File: config.mk
export PLATFORM = sky130hd
export DESIGN_NAME = ts_pcr_extractor
export DESIGN_NICKNAME = d
export VERILOG_FILES = /design/src/rtl/ts_pcr_pkg.sv /design/src/rtl/ts_pkt_parser.sv /design/src/rtl/ts_pcr_capture.sv /design/src/rtl/ts_pcr_scale.sv /design/src/rtl/ts_pcr_extractor.sv
export SDC_FILE = /design/constraint.sdc
export NUM_CORES = 1
export LEC_CHECK = 0
export BUFFER_PORTS_ARGS = -buffer_cell sky130_fd_sc_hd__buf_2
export CORE_MARGIN = 3
export CORE_UTILIZATION = 43
export CTS_BUF_LIST = sky130_fd_sc_hd__clkbuf_4
export CTS_CLUSTER_SIZE = 8
export DETAILED_ROUTE_END_ITERATION = 10
export REMOVE_ABC_BUFFERS = 1
export SLEW_MARGIN = 10
export SYNTH_ARGS = -nofsm -noshare
export SYNTH_HDL_FRONTEND = slang
export SYNTH_SLANG_ARGS = --single-unit
File: constraint.sdc
create_clock -name clk_i -period 5.49 [get_ports clk_i]
set_input_delay 0.549 -clock clk_i [delete_from_list [all_inputs] [get_ports clk_i]]
set_output_delay 0.549 -clock clk_i [all_outputs]
set_load 0.05 [all_outputs]
File: src/rtl/ts_pcr_pkg.sv
package ts_pcr_pkg;
  localparam int BASE_W  = 33;
  localparam int EXT_W   = 9;
  localparam int PCR_W   = 42;
  localparam int HI_BYTES = 4;            // whole base bytes before the split byte
  localparam int HI_W    = HI_BYTES * 8;
  localparam int SCALE   = 300;

  typedef logic [BASE_W-1:0] base_t;
  typedef logic [EXT_W-1:0]  ext_t;
  typedef logic [PCR_W-1:0]  pcr_t;
endpackage

File: src/rtl/ts_pkt_parser.sv
module ts_pkt_parser
  import ts_pcr_pkg::*;
#(
  parameter int          PKT_LEN    = 188,
  parameter logic [7:0]  SYNC_BYTE  = 8'h47,
  parameter int          AF_BIT     = 5,
  parameter int          FLAG_BIT   = 4,
  parameter int          MIN_AF_LEN = 7
) (
  input  logic       clk_i,
  input  logic       rst_ni,
  input  logic       valid_i,
  input  logic       sop_i,
  input  logic [7:0] data_i,
  output logic       shift_o,  // bytes holding the upper base bits
  output logic       split_o,  // byte with base LSB and extension MSB
  output logic       done_o    // last extension byte
);
  localparam int IDX_W = $clog2(PKT_LEN);
  localparam logic [IDX_W-1:0] I_HDR  = IDX_W'(3);
  localparam logic [IDX_W-1:0] I_LEN  = IDX_W'(4);
  localparam logic [IDX_W-1:0] I_FLG  = IDX_W'(5);
  localparam logic [IDX_W-1:0] I_F0   = IDX_W'(6);
  localparam logic [IDX_W-1:0] I_SPL  = IDX_W'(6 + HI_BYTES);
  localparam logic [IDX_W-1:0] I_LAST = IDX_W'(7 + HI_BYTES);
  localparam logic [7:0]       MIN_L  = 8'(MIN_AF_LEN);

  logic             live_q;
  logic             short_q;
  logic [IDX_W-1:0] idx_q;
  logic [IDX_W-1:0] nxt_idx;
  logic             step;

  assign nxt_idx = idx_q + 1'b1;
  assign step    = valid_i && !sop_i && live_q;

  always_ff @(posedge clk_i or negedge rst_ni) begin
    if (!rst_ni) begin
      live_q  <= 1'b0;
      short_q <= 1'b0;
      idx_q   <= '0;
    end else if (valid_i) begin
      if (sop_i) begin
        live_q  <= (data_i == SYNC_BYTE);
        short_q <= 1'b0;
        idx_q   <= '0;
      end else if (live_q) begin
        idx_q <= nxt_idx;
        unique case (nxt_idx)
          I_HDR:  if (!data_i[AF_BIT]) live_q <= 1'b0;
          I_LEN:  short_q <= (data_i < MIN_L);
          I_FLG:  if (short_q || !data_i[FLAG_BIT]) live_q <= 1'b0;
          I_LAST: live_q <= 1'b0;
          default: ;
        endcase
      end
    end
  end

  assign shift_o = step && (nxt_idx >= I_F0) && (nxt_idx < I_SPL);
  assign split_o = step && (nxt_idx == I_SPL);
  assign done_o  = step && (nxt_idx == I_LAST);

  AST_BAD_SYNC_DROPS: assert property (@(posedge clk_i) disable iff (!rst_ni)
    (valid_i && sop_i && data_i != SYNC_BYTE) |=> !live_q);
  AST_IDX_IN_FIELD: assert property (@(posedge clk_i) disable iff (!rst_ni)
    live_q |-> idx_q < I_LAST);
  AST_DONE_SINGLE: assert property (@(posedge clk_i) disable iff (!rst_ni)
    done_o |=> !done_o);
  AST_SOP_NO_DONE: assert property (@(posedge clk_i) disable iff (!rst_ni)
    (valid_i && sop_i) |=> !split_o && !done_o);
endmodule

File: src/rtl/ts_pcr_capture.sv
module ts_pcr_capture
  import ts_pcr_pkg::*;
(
  input  logic       clk_i,
  input  logic       rst_ni,
  input  logic [7:0] data_i,
  input  logic       shift_i,
  input  logic       split_i,
  input  logic       done_i,
  output base_t      base_o,
  output ext_t       ext_o,
  output logic       vld_o
);
  logic [HI_W-1:0] hi_q;
  logic            b0_q;
  logic            e8_q;
  base_t           base_q;
  ext_t            ext_q;
  logic            vld_q;

  always_ff @(posedge clk_i or negedge rst_ni) begin
    if (!rst_ni) begin
      hi_q   <= '0;
      b0_q   <= 1'b0;
      e8_q   <= 1'b0;
      base_q <= '0;
      ext_q  <= '0;
      vld_q  <= 1'b0;
    end else begin
      vld_q <= done_i;
      if (shift_i) hi_q <= {hi_q[HI_W-9:0], data_i};
      if (split_i) begin
        b0_q <= data_i[7];   // reserved bits 6..1 dropped
        e8_q <= data_i[0];
      end
      if (done_i) begin
        base_q <= {hi_q, b0_q};
        ext_q  <= {e8_q, data_i};
      end
    end
  end

  assign base_o = base_q;
  assign ext_o  = ext_q;
  assign vld_o  = vld_q;

  AST_CAP_PULSE: assert property (@(posedge clk_i) disable iff (!rst_ni)
    vld_o |=> !vld_o);
  AST_CAP_AFTER_DONE: assert property (@(posedge clk_i) disable iff (!rst_ni)
    done_i |=> vld_o);
endmodule

File: src/rtl/ts_pcr_scale.sv
module ts_pcr_scale
  import ts_pcr_pkg::*;
(
  input  logic  clk_i,
  input  logic  rst_ni,
  input  logic  vld_i,
  input  base_t base_i,
  input  ext_t  ext_i,
  output logic  vld_o,
  output pcr_t  pcr_o,
  output base_t base_o,
  output ext_t  ext_o
);
  // 300 = 256 + 32 + 8 + 4
  function automatic pcr_t fold(base_t b, ext_t e);
    pcr_t w;
    w = PCR_W'(b);
    return (w << 8) + (w << 5) + (w << 3) + (w << 2) + PCR_W'(e);
  endfunction

  pcr_t  pcr_q;
  base_t base_q;
  ext_t  ext_q;
  logic  vld_q;

  always_ff @(posedge clk_i or negedge rst_ni) begin
    if (!rst_ni) begin
      pcr_q  <= '0;
      base_q <= '0;
      ext_q  <= '0;
      vld_q  <= 1'b0;
    end else begin
      vld_q <= vld_i;
      if (vld_i) begin
        pcr_q  <= fold(base_i, ext_i);
        base_q <= base_i;
        ext_q  <= ext_i;
      end
    end
  end

  assign vld_o  = vld_q;
  assign pcr_o  = pcr_q;
  assign base_o = base_q;
  assign ext_o  = ext_q;
endmodule

File: src/rtl/ts_pcr_extractor.sv
module ts_pcr_extractor
  import ts_pcr_pkg::*;
#(
  parameter int         PKT_LEN    = 188,
  parameter logic [7:0] SYNC_BYTE  = 8'h47,
  parameter int         MIN_AF_LEN = 7
) (
  input  logic              clk_i,
  input  logic              rst_ni,
  input  logic              byte_valid_i,
  input  logic              sop_i,
  input  logic [7:0]        byte_i,
  output logic              pcr_valid_o,
  output logic [PCR_W-1:0]  pcr_o,
  output logic [BASE_W-1:0] pcr_base_o,
  output logic [EXT_W-1:0]  pcr_ext_o
);
  logic  shift, split, done, cap_vld;
  base_t cap_base;
  ext_t  cap_ext;

  ts_pkt_parser #(
    .PKT_LEN(PKT_LEN), .SYNC_BYTE(SYNC_BYTE), .AF_BIT(5), .FLAG_BIT(4),
    .MIN_AF_LEN(MIN_AF_LEN)
  ) u_parser (
    .clk_i(clk_i), .rst_ni(rst_ni), .valid_i(byte_valid_i), .sop_i(sop_i),
    .data_i(byte_i), .shift_o(shift), .split_o(split), .done_o(done)
  );

  ts_pcr_capture u_capture (
    .clk_i(clk_i), .rst_ni(rst_ni), .data_i(byte_i), .shift_i(shift),
    .split_i(split), .done_i(done), .base_o(cap_base), .ext_o(cap_ext),
    .vld_o(cap_vld)
  );

  ts_pcr_scale u_scale (
    .clk_i(clk_i), .rst_ni(rst_ni), .vld_i(cap_vld), .base_i(cap_base),
    .ext_i(cap_ext), .vld_o(pcr_valid_o), .pcr_o(pcr_o),
    .base_o(pcr_base_o), .ext_o(pcr_ext_o)
  );

  AST_SUM_300: assert property (@(posedge clk_i) disable iff (!rst_ni)
    pcr_valid_o |-> pcr_o == (42'(pcr_base_o) * 42'd300 + 42'(pcr_ext_o)));
  AST_ONE_CYCLE: assert property (@(posedge clk_i) disable iff (!rst_ni)
    pcr_valid_o |=> !pcr_valid_o);
  AST_HOLD_PCR: assert property (@(posedge clk_i) disable iff (!rst_ni)
    !pcr_valid_o |-> $stable(pcr_o) && $stable(pcr_base_o) && $stable(pcr_ext_o));
  AST_RESET_QUIET: assert property (@(posedge clk_i)
    !rst_ni |-> !pcr_valid_o);
endmodule

==> results.py, run 1 <==
metrics = {
    "sta": {
        "post-route-period-util_pct": 84.7,
        "setup_violations": 0,
        "setup_tns_ns": 0,
        "rsz0062_at_grt": "no",
        "setup_ws_ns": 0.841,
        "worst_slew_pin_slew_ns": 1.04,
        "final_max_slew_viol_count": 0,
        "layout_min_cycle_time_ns": 4.65,
        "hold_viol_final": 0,
        "max_freq_mhz": 215,
        "clock-skew-final_ns": 0.0326,
        "slew_headroom_pct": 30.4,
    },
    "cells_and_area": {
        "fin_util_pct": 48.0,
        "fin_nets": 1200,
        "final_cell_area_um2": 12100,
        "n_fill_cell": 2390,
        "stdcell_count": 1383,
        "drive_gt1_share_pct": 27.0,
        "area_delta_synth_final_pct": 9.72,
    },
    "synthesis": {
        "async_reset_ff_share_pct": 100,
        "synth_area_per_cell_um2": 11.6,
        "synth_top_area_cell": "dfrtp_1",
        "yosysWarnings": 0,
        "syn_inst": 955,
        "yosysMostFrequentCell": "dfrtp_1",
        "synth_commonest_cells": "dfrtp_1 (170), mux2_2 (106), ha_1 (84)",
        "synth_edf_count": 0,
        "ys_seq_elements": 170,
        "yosysUniqueCellTypes": 71,
        "yosysSeqAreaShare_pct": 38.5,
        "synth_area_um2": 11100,
        "synthTopCellsByArea": "dfrtp_1 (38%), fa_1 (12%), mux2_2 (11%)",
        "synth_ff_type": "dfrtp_1",
        "yosysTopAreaCellShare_pct": 38.5,
    },
    "clock_tree": {
        "cts_buffers": 17,
        "clk_pin_slew_worst_paths_ns": 0.19,
        "cts.sinks": 170,
        "clockRootBuffer": "clkbuf_4",
        "cts_tree": "yes",
        "clockBufferDepth": 2,
        "cts_max_level": 4,
        "insertion_delay_ns": 0.60,
    },
    "global_route": {
        "grt_pass1_vias": 7890,
        "grt_pass1_wl_um": 40800,
        "antenna_found_initial": 1,
        "grtUsageTotal_pct": 17.9,
        "grt_max_degree": 87,
        "overflow": 0,
    },
    "detailed_routing": {
        "drc": 0,
        "drt_iter0_drc": 389,
        "avgViaCountPerCell": 5.39,
        "num_vias": 7455,
        "drt_pre_antenna_iters": 4,
        "met1_length_um": 11000,
        "antenna_left": 0,
        "top_layer_used": "met4",
        "wire_per_inst_um": 17.4,
        "met2_length_um": 11900,
        "wirelength_um": 24000,
        "dr_wl_met3_um": 864,
    },
    "critical_path": {
        "start_kind": "flop",
        "slowest_delay_ns": 0.56,
        "path_buf_inv": 2,
        "crit_required_ns": 5.98,
        "cp_top_family": "adder cells",
        "cpMaxStageDelayCell": "fa_1",
        "crit_chain": "inv_1 -> fa_1 -> inv_1 -> fa_1 -> ha_1 -> ha_1 -> fa_1 -> a211oi_1 -> o211ai_1 -> a21boi_1 -> a31oi_1 -> a31o_2 -> a221o_1",
        "crit_top_cell": "fa_1",
        "arrival_ns": 5.14,
        "worst-setup-path-type": "flop to flop",
        "critPathCaptureType": "flop",
        "crit_fanout": 7,
    },
    "run": {
        "maxCapViolations": 0,
    },
    "run_status": {
        "status": "finished clean",
    },
    "pwr": {
        "comb_power_share_pct": 2.3,
        "p_clk_share_pct": 37.2,
        "powerDensity_nw_per_um2": 171,
        "internal_power_uw": 1490,
        "p_sw_share_pct": 28.5,
        "switchingPower_uw": 593,
        "power.leakage_uw": 0.00657,
        "seqPwrFrac_pct": 60.5,
        "irDropWorstVdd_v": 0.000119,
    },
    "place": {
        "post-dp-hpwl_um": 18400,
        "placed_area_um2": 11800,
        "portBuffers": 96,
        "place_congestion": 0.885,
        "dpl_worst_slack_ns": 0.920,
        "dp_cells": 1349,
    },
    "floorplanning": {
        "start_util_pct": 43.8,
        "die_w_um": 166,
        "io_pins": 97,
        "rows": 58,
        "core_area_um2": 25300,
        "dieArea_um2": 27700,
        "die_h_um": 166,
    },
    "min_path": {
        "hp-class": "input port to flop",
    },
}
-- through the flow --
step,hold slack [ns],power (uW)
global route,0.166,2170
finish,0.221,2080
global placement,0.462,1330
detailed placement,0.467,1330
floorplan,0.253,1290
CTS,0.185,2110
-- power groups by stage --
stage                     sequential, uW  combinational (uW)  clock (uW)
after floorplan                     1280                10.0           0
after global placement              1280                48.4           0
after detailed placement            1280                49.0           0
after CTS                           1260                49.7         803
after global routing                1260                55.3         852
final                               1260                47.0         773
-- sequential cells by signal, indices dropped and copies added (netlist names) --
| register | count |
|---|---|
| u_capture.e8_q | 1 |
| u_scale.pcr_o | 42 |
| u_capture.vld_o | 1 |
| u_scale.ext_o | 7 |
| u_parser.short_q | 1 |
| u_capture.base_o | 33 |
| u_scale.base_o | 33 |
| u_capture.b0_q | 1 |
| u_parser.idx_q | 8 |
| u_scale.vld_o | 1 |
| u_parser.live_q | 1 |
| u_capture.hi_q | 32 |
| u_capture.ext_o | 9 |
-- cell usage in the layout, fill, tap and decap left out, drive strengths merged, types with 3 or more instances in the layout --
master  synthesis  routed
a2111o          3       3
a211o           3       3
a211oi          7       7
a21boi          7       7
a21o           13      13
a21oi          45      45
a31oi           5       5
and2            4       4
and3            5       5
buf            15     102
clkbuf         23      17
clkinv          1      10
dfrtp         170     170
fa             65      65
ha             84      84
inv            79      84
mux2          136     136
nand2          57      57
nand2b          5       5
nand3          23      23
nand4          10      10
nor2           32      32
nor2b           6       6
nor3           20      20
nor4            7       7
o211ai          6       6
o21a            6       6
o21ai          36      36
o221a           3       3
o221ai          3       3
o31ai          10      10
or3             4       4
or4             4       4
xnor2          14      14
xor2            6       6
-- what timing repair did --
| item | CTS | global route |
|---|---|---|
| resized for setup | 0 | 0 |
| endpoints found under the hold margin | 3 | 0 |
| setup buffers | 0 | 0 |
| hold buffers | 1 | 0 |
| endpoints found under the setup margin | 0 | 0 |
-- final timing paths --
| path | endpoint | cells after the start | start | slack, ns |
|---|---|---|---|---|
| max | u_scale.pcr_o[33]$_DFFE_PN0P_ | 13 | u_capture.base_o[0]$_DFFE_PN0P_ | 0.84 |
| max in group asynchronous | u_scale.base_o[2]$_DFFE_PN0P_ | 3 | rst_ni | 3.78 |
| min | u_capture.hi_q[1]$_DFFE_PN0P_ | 2 | byte_i[1] | 0.22 |
| min in group asynchronous | u_scale.pcr_o[37]$_DFFE_PN0P_ | 2 | rst_ni | 0.54 |
| min reg2reg | u_scale.pcr_o[39]$_DFFE_PN0P_ | 2 | u_scale.pcr_o[39]$_DFFE_PN0P_ | 0.50 |
| max reg2reg | u_scale.pcr_o[33]$_DFFE_PN0P_ | 13 | u_capture.base_o[0]$_DFFE_PN0P_ | 0.84 |
-- area by class of cell --
type	count	area, um2	area share, %
clock buffer	17	128	1.05
inverter	80	300	2.48
clock inverter	15	198	1.63
antenna	1	2.50	0.0206
timing repair buffer	103	542	4.47
sequential	170	4260	35.1
multi-input combinational	667	6290	51.9
tap	330	413	3.40
-- worst register-to-register path, delay by kind of cell (launching register included) --
kind | cells | cell delay (ns)
AO/OA/AOI/OAI | 6 | 1.93
adder cells (fa/ha/maj) | 5 | 1.97
buffers and inverters | 2 | 0.18
flip-flops | 1 | 0.47
-- routing by layer --
metal	vias up	global-route usage (%)
li1	3586	-
met1	3722	24.1
met2	128	30.9
met3	19	3.36
met4	0	3.34
met5	-	0
-- cell families after synthesis --
family                   Yosys count  share of synthesized area [%]
flip-flops                       170                           38.5
adder cells (fa/ha/maj)          149                           21.3
multiplexers                     137                           15.0
AO/OA/AOI/OAI                    174                           10.7
XOR/XNOR                          20                           1.58
AND/OR/NAND/NOR                  187                           8.34
buffers and inverters            118                           4.64
Note: power is estimated with default switching activity, not from simulation.
==> run 2, diff against run 1 <==
clock period = 4.35 ns   (was 5.49 ns; I/O delays follow)
==> results.py, run 2 (same netlist as run 1, synthesis figures left out) <==
metrics = {
    "run": {
        "maxCapViolations": 0,
    },
    "floorplanning": {
        "die_w_um": 166,
        "core_area_um2": 25300,
        "die_h_um": 166,
        "start_util_pct": 43.8,
        "dieArea_um2": 27700,
        "io_pins": 97,
        "rows": 58,
    },
    "critical_path": {
        "cp_top_family": "adder cells",
        "start_kind": "flop",
        "crit_fanout": 6,
        "worst-setup-path-type": "flop to flop",
        "crit_top_cell": "fa_1",
        "path_buf_inv": 2,
        "crit_chain": "inv_1 -> fa_1 -> inv_1 -> fa_1 -> ha_1 -> ha_1 -> fa_1 -> a211oi_1 -> o211ai_1 -> a21boi_1 -> a31oi_2 -> a31o_2 -> a221o_1",
        "critPathCaptureType": "flop",
        "regToRegSetupSlack_ns": 0.20,
        "cpMaxStageDelayCell": "fa_1",
        "crit_required_ns": 4.82,
        "slowest_delay_ns": 0.54,
        "arrival_ns": 4.62,
    },
    "cells_and_area": {
        "multi_input_area_um2": 6330,
        "fin_nets": 1223,
        "fin_util_pct": 48.9,
        "seq_area_um2": 4260,
        "area_delta_synth_final_pct": 11.8,
        "mostFrequentLayoutCells": "dfrtp_1 (168), mux2_2 (106), buf_2 (95)",
        "largest_register_ffs": 42,
        "stdcell_count": 1407,
        "layout_commonest_cell": "dfrtp_1",
        "final_cell_area_um2": 12400,
        "drive_gt1_share_pct": 29.4,
        "n_fill_cell": 2342,
    },
    "min_path": {
        "hp-class": "input port to flop",
    },
    "place": {
        "portBuffers": 96,
        "placed_area_um2": 12000,
        "place_congestion": 0.908,
        "post-dp-hpwl_um": 18600,
        "dp_cells": 1372,
    },
    "global_route": {
        "grtUsageTotal_pct": 18.2,
        "grt_max_degree": 90,
        "antenna_found_initial": 1,
        "grt_pass1_wl_um": 41000,
        "overflow": 0,
        "grt_pass1_vias": 7785,
    },
    "sta": {
        "hold_viol_final": 0,
        "final_max_slew_viol_count": 0,
        "max_freq_mhz": 241,
        "clock-skew-final_ns": 0.0428,
        "layout_min_cycle_time_ns": 4.15,
        "timing.hold.ws_ns": 0.113,
        "worst_slew_pin_slew_ns": 1.04,
        "slew_headroom_pct": 30.4,
        "rsz0062_at_grt": "yes",
        "setup_violations": 0,
        "post-route-period-util_pct": 95.4,
    },
    "detailed_routing": {
        "drc": 0,
        "wirelength_um": 24500,
        "antenna_left": 0,
        "num_vias": 7535,
        "avgViaCountPerCell": 5.36,
        "wire_per_inst_um": 17.4,
        "drt_pre_antenna_iters": 5,
        "drt_iter0_drc": 365,
    },
    "pwr": {
        "irDropWorstVdd_v": 0.000167,
        "powerDensity_nw_per_um2": 216,
        "power.leakage_uw": 0.00670,
        "finalPower_uw": 2670,
    },
    "run_status": {
        "status": "finished clean",
    },
    "clock_tree": {
        "clk_pin_slew_worst_paths_ns": 0.18,
        "cts_buffers": 17,
        "cts.sinks": 170,
        "post_cts_buffers": 0,
        "clockRootBuffer": "clkbuf_4",
        "clockBufferDepth": 2,
        "insertion_delay_ns": 0.59,
        "cts_tree": "yes",
        "cts_max_level": 4,
    },
}
==> run 2: final timing paths <==
| kind | start | to | depth (start not counted) |
|---|---|---|---|
| min | byte_i[1] | u_capture.hi_q[1]$_DFFE_PN0P_ | 2 |
| max | u_capture.base_o[0]$_DFFE_PN0P_ | u_scale.pcr_o[33]$_DFFE_PN0P_ | 13 |
| max in group asynchronous | rst_ni | u_scale.base_o[10]$_DFFE_PN0P_ | 3 |
| min reg2reg | u_scale.pcr_o[26]$_DFFE_PN0P_ | u_scale.pcr_o[26]$_DFFE_PN0P_ | 2 |
| max reg2reg | u_capture.base_o[0]$_DFFE_PN0P_ | u_scale.pcr_o[33]$_DFFE_PN0P_ | 13 |
| min in group asynchronous | rst_ni | u_scale.pcr_o[25]$_DFFE_PN0P_ | 2 |
==> run 2: power breakdown <==
part	switching, uW	total [uW]	internal, uW
Combinational	46.9	59.4	12.5
Clock	693	1020	328
Sequential	3.50	1590	1580
==> run 2: stage by stage <==
step / worst slack, ns / TNS, ns
2_1_floorplan: 0.152 / 0
6_report: 0.199 / 0
3_3_place_gp: 0.207 / 0
3_5_place_dp: 0.182 / 0
4_1_cts: 0.126 / 0
5_1_grt: -0.00424 / -0.00772
==> run 2: what timing repair did <==
item                       CTS  global route
setup endpoints to repair    0             8
gates resized for setup      0             9
hold endpoints to repair    81             0
hold buffers                 1             0
==> run 2: metal layers <==
layer  share of wire, %  GRT usage [%]  wire (um)  vias up
met5                  0              0          0        -
met3                3.2           3.36        792       18
met2                 50           31.3      12300      134
met1                 46           24.4      11200     3748
met4               0.96           3.59        236        0
li1                   -              -          -     3635
==> run 2: final cells by class <==
| type | instances | area share [%] |
|---|---|---|
| Tap cell | 330 | 3.34 |
| Multi-Input combinational cell | 667 | 51.2 |
| Antenna cell | 2 | 0.0405 |
| Clock buffer | 17 | 1.03 |
| Timing Repair Buffer | 126 | 5.88 |
| Clock inverter | 15 | 1.60 |
| Inverter | 80 | 2.43 |
| Sequential cell | 170 | 34.5 |
==> run 3, diff against run 2 <==
GPL_TIMING_DRIVEN = 0   (was default)
==> results.py, run 3 (same netlist as run 1, synthesis figures left out) <==
metrics = {
    "cells_and_area": {
        "drive_gt1_share_pct": 30.0,
        "largest_register_ffs": 42,
        "fin_util_pct": 49.0,
        "fin_nets": 1206,
        "stdcell_count": 1390,
        "area_delta_synth_final_pct": 11.9,
        "layout_commonest_cell": "dfrtp_1",
        "mostFrequentLayoutCells": "dfrtp_1 (164), mux2_2 (106), buf_2 (95)",
    },
    "sta": {
        "worst_slew_pin_slew_ns": 0.946,
        "layout_min_cycle_time_ns": 4.21,
        "final_max_slew_viol_count": 0,
        "hold_viol_final": 0,
        "slew_headroom_pct": 36.5,
        "clock-skew-final_ns": 0.0283,
        "max_freq_mhz": 238,
        "setup_violations": 0,
        "post-route-period-util_pct": 96.8,
    },
    "clock_tree": {
        "cts.sinks": 170,
        "clockBufferDepth": 2,
        "cts_buffers": 17,
        "cts_tree": "yes",
        "insertion_delay_ns": 0.60,
        "clk_pin_slew_worst_paths_ns": 0.18,
        "clockRootBuffer": "clkbuf_4",
        "cts_max_level": 4,
    },
    "detailed_routing": {
        "top_layer_used": "met4",
        "dr_wl_met3_um": 952,
        "num_vias": 7439,
        "wire_per_inst_um": 17.0,
        "wirelength_um": 23600,
        "drt_pre_antenna_iters": 5,
        "drt_iter0_drc": 292,
        "avgViaCountPerCell": 5.35,
        "met1_length_um": 11000,
        "met2_length_um": 11500,
        "drc": 0,
        "antenna_left": 0,
    },
    "floorplanning": {
        "die_h_um": 166,
        "die_w_um": 166,
        "io_pins": 97,
        "rows": 58,
        "core_area_um2": 25300,
        "start_util_pct": 43.8,
        "dieArea_um2": 27700,
    },
    "critical_path": {
        "worst-setup-path-type": "flop to flop",
        "crit_chain": "inv_1 -> fa_1 -> inv_1 -> fa_1 -> ha_1 -> ha_1 -> a211o_1 -> nand3b_1 -> a31oi_2 -> a211oi_4 -> or4b_1 -> nand4_1",
        "crit_fanout": 6,
        "r2r-end": "u_scale.pcr_o[39]$_DFFE_PN0P_",
        "regToRegSetupSlack_ns": 0.14,
        "rr_startpoint": "u_capture.base_o[8]$_DFFE_PN0P_",
        "crit_start": "u_capture.base_o[8]$_DFFE_PN0P_",
        "crit_path_end": "u_scale.pcr_o[39]$_DFFE_PN0P_",
        "arrival_ns": 4.73,
        "critPathCaptureType": "flop",
        "crit_required_ns": 4.87,
        "reg2reg_depth": 12,
        "cpMaxStageDelayCell": "fa_1",
        "start_kind": "flop",
        "slowest_delay_ns": 0.56,
    },
    "place": {
        "dp_cells": 1349,
        "portBuffers": 96,
        "post-dp-hpwl_um": 18000,
        "place_congestion": 0.846,
    },
    "min_path": {
        "hp-start": "byte_i[1]",
        "worstHoldPathCells": 2,
        "hp-class": "input port to flop",
    },
    "global_route": {
        "overflow": 0,
        "grt_max_degree": 102,
        "grtUsageTotal_pct": 17.4,
        "antenna_found_initial": 1,
        "grt_pass1_wl_um": 39500,
        "grt_pass1_vias": 7599,
    },
    "pwr": {
        "power.leakage_uw": 0.00664,
        "comb_power_share_pct": 2.3,
        "p_sw_share_pct": 27.5,
        "seqPwrFrac_pct": 59.8,
        "internal_power_uw": 1930,
        "switchingPower_uw": 730,
        "irDropWorstVdd_v": 0.000195,
        "powerDensity_nw_per_um2": 215,
        "p_clk_share_pct": 37.9,
    },
    "run": {
        "maxCapViolations": 0,
    },
    "run_status": {
        "status": "finished clean",
    },
}
[run 3: power by group through the flow]
stage / combinational (uW) / clock [uW] / sequential, uW
after floorplan: 12.7 / 0 / 1620
after global placement: 59.2 / 0 / 1620
after detailed placement: 64.0 / 0 / 1620
after CTS: 64.7 / 1050 / 1590
after global routing: 72.5 / 1110 / 1590
final: 60.9 / 1010 / 1590
[run 3: through the flow]
step	setup slack (ns)	power (uW)	hold WS, ns	cell area (um2)	TNS, ns
2_1_floorplan	0.152	1630	0.139	10800	0
3_3_place_gp	-1.83	1680	0.463	11700	-38.66
3_5_place_dp	-0.377	1680	0.440	11900	-2.12
4_1_cts	0.00772	2710	0.0564	12300	0
5_1_grt	-0.0313	2780	0.0554	12400	-0.0326
6_report	0.141	2660	0.106	12400	0
[run 3: layout make-up]
| cell class | count | area [um2] |
|---|---|---|
| diodes | 2 | 5.00 |
| clock buffers | 17 | 128 |
| clock inverters | 15 | 194 |
| fillers | 2333 | 12900 |
| inverters | 80 | 300 |
| multi-input cells | 667 | 6410 |
| flip-flops and latches | 170 | 4260 |
| well taps | 330 | 413 |
| repair buffers | 109 | 662 |
[run 3: worst min path at each step]
stage / slack [ns] / endpoint
5_1_grt: 0.06 / u_capture.hi_q[0]$_DFFE_PN0P_
4_1_cts: 0.06 / u_capture.hi_q[2]$_DFFE_PN0P_
3_5_place_dp: 0.44 / u_scale.pcr_o[30]$_DFFE_PN0P_
3_3_place_gp: 0.46 / u_scale.pcr_o[34]$_DFFE_PN0P_
2_1_floorplan: 0.14 / u_capture.b0_q$_DFFE_PN0P_
6_report: 0.11 / u_capture.hi_q[1]$_DFFE_PN0P_
[run 3: routing by layer]
| layer | up-vias | global-route usage, % |
|---|---|---|
| met3 | 12 | 3.52 |
| met1 | 3718 | 23.7 |
| met5 | - | 0 |
| met4 | 0 | 3.77 |
| met2 | 120 | 29.1 |
| li1 | 3589 | - |
[run 3: timing repair]
item | 4_1_cts | 5_1_grt
gates cloned | 0 | 0
gates resized for setup | 10 | 21
setup endpoints to repair | 13 | 21
hold buffers | 1 | 0
buffers inserted | 2 | 4
pin swaps | 2 | 7
hold endpoints to repair | 69 | 0
[run 3: worst max-delay path, delay by kind of cell (launching register included)]
family,cells,cell delay (ns)
buffers and inverters,2,0.21
AND/OR/NAND/NOR,3,0.82
AO/OA/AOI/OAI,3,0.89
flip-flops,1,0.49
adder cells (fa/ha/maj),4,1.72
